[config.mk]
export PLATFORM = sky130hd
export DESIGN_NAME = pcihb_regif
export DESIGN_NICKNAME = d
export VERILOG_FILES = /design/src/rtl/pcihb_regif.sv
export SDC_FILE = /design/constraint.sdc
export NUM_CORES = 2
export LEC_CHECK = 0
export BUFFER_PORTS_ARGS = -buffer_cell sky130_fd_sc_hd__buf_4
export CAP_MARGIN = 40
export CORE_ASPECT_RATIO = 2
export CORE_MARGIN = 3
export CORE_UTILIZATION = 60
export DETAILED_ROUTE_END_ITERATION = 16
export PLACE_DENSITY = 0.89
export SYNTH_ARGS = -nofsm -noshare
export SYNTH_HDL_FRONTEND = slang
export SYNTH_SLANG_ARGS = --single-unit
[constraint.sdc]
create_clock -name clk -period 4.4 [get_ports clk]
set_input_delay 0.88 -clock clk [delete_from_list [all_inputs] [get_ports clk]]
set_output_delay 0.88 -clock clk [all_outputs]
set_load 0.02 [all_outputs]
[src/rtl/pcihb_regif.sv]
`timescale 1ns/1ps
module pcihb_regif #(
  parameter int          AW           = 12,
  parameter int          HDR_WORDS    = 64,
  parameter int          NUM_IRQ      = 4,
  parameter int          SLOT_W       = 5,
  parameter int          IO_WIN_BYTES = 32'h0004_0000,
  parameter logic [31:0] HDR_ID_RST   = 32'h0000_0000,
  parameter logic [31:0] HDR_CS_RST   = 32'h0290_0080,
  parameter logic [31:0] MEM_MASK     = 32'hFF00_0001,
  parameter logic [31:0] IO_MASK      = 32'hFFFC_0001,
  parameter logic [11:0] OFS_CADDR    = 12'h1C0,
  parameter logic [11:0] OFS_MBASE    = 12'h1C4,
  parameter logic [11:0] OFS_IOBASE   = 12'h1C8,
  parameter logic [11:0] OFS_DATA     = 12'h220
) (
  input  logic              clk,
  input  logic              rst_n,
  input  logic              lb_sel,
  input  logic              lb_wr,
  input  logic [1:0]        lb_size,
  input  logic [AW-1:0]     lb_addr,
  input  logic [31:0]       lb_wdata,
  output logic [31:0]       lb_rdata,
  output logic              lb_ready,
  output logic              cfg_req,
  output logic              cfg_we,
  output logic [31:0]       cfg_addr,
  output logic [31:0]       cfg_wdata,
  input  logic              cfg_ack,
  input  logic [31:0]       cfg_rdata,
  output logic [31:0]       io_win_base,
  input  logic              irq_evt,
  input  logic [SLOT_W-1:0] irq_slot,
  input  logic              irq_level,
  output logic [NUM_IRQ-1:0] irq_out
);
  localparam int          HIX_W   = $clog2(HDR_WORDS);
  localparam logic [AW:0] HDR_LIM = (AW+1)'(HDR_WORDS * 4);
  localparam int          IO_SH   = $clog2(IO_WIN_BYTES);
  localparam logic [31:0] WIN_MSK = ~((32'h1 << IO_SH) - 32'h1);

  typedef enum logic [1:0] {ST_IDLE, ST_REQ, ST_DONE} dp_st_t;

  logic [31:0] hdr_q [HDR_WORDS];
  logic [31:0] caddr_q, mbase_q, iobase_q, dp_rd_q;
  logic [SLOT_W-1:0] irq_line;
  dp_st_t st_q;

  wire word_acc = (lb_size == 2'b10) && (lb_addr[1:0] == 2'b00);
  wire hit_hdr  = word_acc && ({1'b0, lb_addr} < HDR_LIM);
  wire hit_ca   = word_acc && (lb_addr == OFS_CADDR[AW-1:0]);
  wire hit_mb   = word_acc && (lb_addr == OFS_MBASE[AW-1:0]);
  wire hit_io   = word_acc && (lb_addr == OFS_IOBASE[AW-1:0]);
  wire hit_dp   = word_acc && (lb_addr == OFS_DATA[AW-1:0]);
  wire [HIX_W-1:0] hix = lb_addr[HIX_W+1:2];

  assign lb_ready    = lb_sel && (!hit_dp || st_q == ST_DONE);
  wire   wr_fire     = lb_ready && lb_wr;
  assign cfg_req     = (st_q == ST_REQ);
  assign cfg_addr    = caddr_q;
  assign io_win_base = iobase_q & WIN_MSK;
  assign irq_line    = irq_slot % SLOT_W'(NUM_IRQ);

  always_comb begin
    lb_rdata = '0;
    if (hit_hdr)     lb_rdata = hdr_q[hix];
    else if (hit_ca) lb_rdata = caddr_q;
    else if (hit_mb) lb_rdata = mbase_q;
    else if (hit_io) lb_rdata = iobase_q;
    else if (hit_dp) lb_rdata = dp_rd_q;
  end

  always_ff @(posedge clk or negedge rst_n) begin
    if (!rst_n) begin
      for (int i = 0; i < HDR_WORDS; i++)
        hdr_q[i] <= (i == 0) ? HDR_ID_RST : (i == 1) ? HDR_CS_RST : 32'h0;
    end else if (wr_fire && hit_hdr) begin
      hdr_q[hix] <= lb_wdata;
    end
  end

  always_ff @(posedge clk or negedge rst_n) begin
    if (!rst_n) begin
      caddr_q  <= '0;
      mbase_q  <= '0;
      iobase_q <= '0;
    end else if (wr_fire) begin
      if (hit_ca) caddr_q  <= lb_wdata;
      if (hit_mb) mbase_q  <= lb_wdata & MEM_MASK;
      if (hit_io) iobase_q <= lb_wdata & IO_MASK;
    end
  end

  always_ff @(posedge clk or negedge rst_n) begin
    if (!rst_n) begin
      st_q      <= ST_IDLE;
      cfg_we    <= 1'b0;
      cfg_wdata <= '0;
      dp_rd_q   <= '0;
    end else begin
      case (st_q)
        ST_IDLE: if (lb_sel && hit_dp) begin
          st_q      <= ST_REQ;
          cfg_we    <= lb_wr;
          cfg_wdata <= lb_wdata;
        end
        ST_REQ: if (cfg_ack) begin
          st_q    <= ST_DONE;
          dp_rd_q <= cfg_rdata;
        end
        default: st_q <= ST_IDLE;
      endcase
    end
  end

  for (genvar g = 0; g < NUM_IRQ; g++) begin : g_irq
    always_ff @(posedge clk or negedge rst_n) begin
      if (!rst_n)                                 irq_out[g] <= 1'b0;
      else if (irq_evt && irq_line == SLOT_W'(g)) irq_out[g] <= irq_level;
    end
  end
endmodule


==> metrics.log <==
[metrics] count of different cell masters after synthesis: 64
[metrics] Total Power: 38.7 mW
[metrics] weighted congestion at the end of routability-driven global placement: 0.961
[metrics] violations in the final reports: negative setup slack
[metrics] launching element of the worst setup path: lb_addr[7]
[metrics] relative max-transition margin: 0.256
[metrics] signal arrival time at the worst endpoint: 3.55 ns
[metrics] number of nets with antenna violations after routing: 0
[metrics] height of the die: 580 um
[metrics] number of vias per cell: 7.26
[metrics] total count of hold-check failures in the final report: 0
[metrics] DRC violations left: 0
[metrics] CP required: 3.52 ns
[metrics] transition time of the tightest slew-check pin: 1.12 ns
[metrics] PD cells: 346 nW/um^2
[metrics] sum of overflow across all layers after global routing: 0
[metrics] Setup CP Type: in2out
[metrics] num ports: 225
[metrics] aggregate global-route resource usage: 0.391
[metrics] post-synth design cell area: 99,000 sq um
[metrics] clock root cell: clkbuf_16
[metrics] post-synthesis register bit count: 2,175
[metrics] die boundary width: 293 um
[metrics] TritonCTS sink count: 2,175
[metrics] top-area cell type share of the netlist area: 0.549
[metrics] vias in the first global route: 70,100
[metrics] number of max-capacitance violations reported: 0
[metrics] Pre-Repair DR Iteration Count: 9
[metrics] nets@finish: 6,833
[metrics] total number of vias: 65,300
[metrics] post-layout minimum cycle time: 4.43 ns
[metrics] starting density of the core: 0.605
[metrics] most numerous cell in the Yosys netlist: mux2_2
[metrics] most used flip-flop cell after synthesis: dfrtp_1
[metrics] type of the worst min-delay path: in2reg
[metrics] setup skew after layout: 0.0312 ns
[metrics] CTS tree: yes
[metrics] post-route design area: 112,000 sq um
[metrics] Worst setup SP type: primary input
[metrics] Reg-to-Reg Start: st_q[0]$_DFFE_PN0P_
[metrics] buffers from clock root to sink, at most: 4
[metrics] average size of a mapped cell: 15.3 sq um
[metrics] top fanout value on the critical path: 8
[metrics] number of violations reported at the end of detailed-routing iteration 0: 7,374
[metrics] share of final-layout standard cells stronger than drive strength 1: 0.545
[metrics] Worst Slack Setup Final: -0.0262 ns
[metrics] wire length of the first global-routing pass: 480 mm
[metrics] part of the cycle the worst path needs: 1.01
[metrics] Worst IR Drop VDD: 285 uV
[metrics] Worst Reg2Reg Path Length in Cells: 4
[metrics] clock-pin slew on the worst setup and hold paths: 0.07 ns
[metrics] number of H-tree branching levels: 4
[metrics] dominant cells by area after synthesis: dfrtp_1 (55%), mux2_2 (25%), mux4_2 (10%), mux2i_1 (1.6%), clkbuf_1 (1.2%)
[metrics] initial antenna violation count: 35
[metrics] total length of routed wires: 331 mm
[metrics] largest net degree at the start of global routing: 197
[metrics] final std cells w/o fill: 9,005
[metrics] Commonest cells post-synth: mux2_2 (2,180), dfrtp_1 (2,171), mux4_2 (450), clkbuf_1 (308), buf_2 (191)
[metrics] area of the core: 164,000 sq um
[metrics] Syn. warnings: 0
[metrics] top cell type by total area after synthesis: dfrtp_1
[metrics] number of synthesized flops with an enable pin: 0
[metrics] sequential share of the synthesized area: 0.550
[metrics] Placed Instances: 8,670
[metrics] result of the run: finished with violations
[metrics] FF-to-FF setup slack: 2.41 ns
[metrics] critical path endpoint: lb_rdata[13]
[metrics] area of the die: 170,000 sq um
[metrics] area overhead of the layout relative to synthesis: 12.9%
[metrics] Post-Synthesis Cells: 6,475
[metrics] standby leakage power: 54.2 nW
[metrics] final count of pins violating max slew: 0
[metrics] Async S/R FF share, synth: 1.00
[metrics] clk_lat worst skew: 0.84 ns
[metrics] area post-placement: 106,000 sq um
[metrics] total number of placement rows: 210
[metrics] reg-to-reg endpoint: dp_rd_q[16]$_DFFE_PN0P_
[metrics] Setup Viol. Count Final: 5
[metrics] routed length per instance: 36.8 um
[metrics] DP HPWL: 209 mm
[metrics] Max Clk Rate: 226 MHz
[metrics] TNS Setup: -0.0623 ns
[metrics] number of buffer cells added on primary ports: 203
[metrics] number of buffers created by CTS: 180
[metrics] nature of the critical path endpoint: primary output
## how the worst min path moves through the flow
stage | from | depth (start not counted) | slack, ns | to
CTS | cfg_ack | 2 | 0.25 | st_q[0]$_DFFE_PN0P_
finish | cfg_rdata[7] | 2 | 0.27 | dp_rd_q[7]$_DFFE_PN0P_
detailed placement | hdr_q[1926]$_DFFE_PN0P_ | 1 | 0.48 | hdr_q[1926]$_DFFE_PN0P_
global placement | hdr_q[1949]$_DFFE_PN0P_ | 1 | 0.46 | hdr_q[1949]$_DFFE_PN0P_
floorplan | hdr_q[1155]$_DFFE_PN0P_ | 1 | 0.45 | hdr_q[1155]$_DFFE_PN0P_
global route | cfg_rdata[1] | 2 | 0.27 | dp_rd_q[1]$_DFFE_PN0P_
## per-layer routing
layer,global-route usage,vias up,share of wire
met5,0,-,0.00067
met4,0.372,34,0.13
met3,0.132,2257,0.12
met2,0.594,5081,0.45
met1,0.427,33600,0.30
li1,-,24300,-
## report_power, final
| group | switching (mW) | internal [mW] | total, mW |
|---|---|---|---|
| clock network | 7.44 | 9.00 | 16.4 |
| logic | 1.61 | 0.609 | 2.22 |
| registers | 0.0274 | 20.0 | 20.1 |
| total | 9.08 | 29.6 | 38.7 |
## cells by family after synthesis
| kind of cell | after synthesis | synth area share |
|---|---|---|
| simple gates | 413 | 0.0193 |
| mux | 2805 | 0.368 |
| compound gates | 408 | 0.0294 |
| other cells | 1 | 0.0000379 |
| flops | 2175 | 0.550 |
| buf+inv | 673 | 0.0330 |
## metrics by stage
stage | worst slack, ns | utilization | hold slack, ns
final | -0.0262 | 0.683 | 0.266
after global routing | -0.0367 | 0.683 | 0.268
after global placement | -0.405 | 0.645 | 0.462
after CTS | 0.00594 | 0.681 | 0.251
after detailed placement | -0.161 | 0.645 | 0.475
after floorplan | 0.563 | - | 0.453
## placed cells by master (no fill, tap or decap), types with 8 or more instances in the layout
master / Yosys / final
clkbuf_16: 0 / 187
and2_1: 16 / 16
mux2_1: 18 / 18
a32oi_1: 10 / 10
nand3_1: 18 / 17
o211ai_1: 24 / 24
a22oi_1: 74 / 73
buf_4: 134 / 629
clkbuf_8: 0 / 28
nand2b_1: 12 / 12
o21ai_0: 30 / 30
nand2_1: 142 / 140
diode_2: 0 / 20
nor2_1: 137 / 70
nor2b_1: 25 / 21
a221o_1: 8 / 8
nand4_1: 9 / 9
nor2_4: 1 / 65
o22ai_1: 31 / 29
mux2_2: 2180 / 2180
a211oi_1: 29 / 27
conb_1: 1 / 18
mux2i_1: 157 / 156
mux4_2: 450 / 450
bufinv_16: 0 / 14
clkbuf_1: 308 / 39
dfrtp_1: 2171 / 2171
a22o_1: 19 / 19
a31oi_1: 18 / 17
clkinv_2: 0 / 31
buf_12: 0 / 87
a221oi_1: 33 / 30
nor3_1: 13 / 11
a21oi_1: 76 / 75
## flip-flops by register name, indices dropped and copies added (netlist names)
| signal | count |
|---|---|
| cfg_addr | 32 |
| cfg_wdata | 32 |
| cfg_we | 1 |
| dp_rd_q | 32 |
| hdr_q | 2048 |
| iobase_q | 15 |
| irq_out | 4 |
| mbase_q | 9 |
| st_q | 2 |
## area by class of cell
cell class / count / area [sq um]
clock buffer: 252 / 5160
fill: 9675 / 51900
timing repair buffer: 734 / 6820
tap: 2120 / 2650
antenna: 20 / 50.0
inverter: 8 / 32.5
clock inverter: 52 / 634
multi-input combinational: 3644 / 42000
sequential: 2175 / 54400
## timing repair
item / CTS / global route
gates resized for setup: 9 / 31
pin swaps: 0 / 1
setup buffers: 0 / 2
hold buffers: 1 / 0
hold endpoints to repair: 13 / 0
cloned: 2 / 2
setup endpoints to repair: 6 / 15
## worst max-delay path, stage by stage
cell and delay [ns]:
buf_4 0.17, buf_4 0.22, nor2b_1 0.26, buf_4 0.34, and2_1 0.20, buf_4 0.29, a22oi_1 0.16, a32oi_1 0.35
a21oi_1 0.11, a21oi_1 0.33, buf_4 0.21
Note: power is estimated with default switching activity, not from simulation.
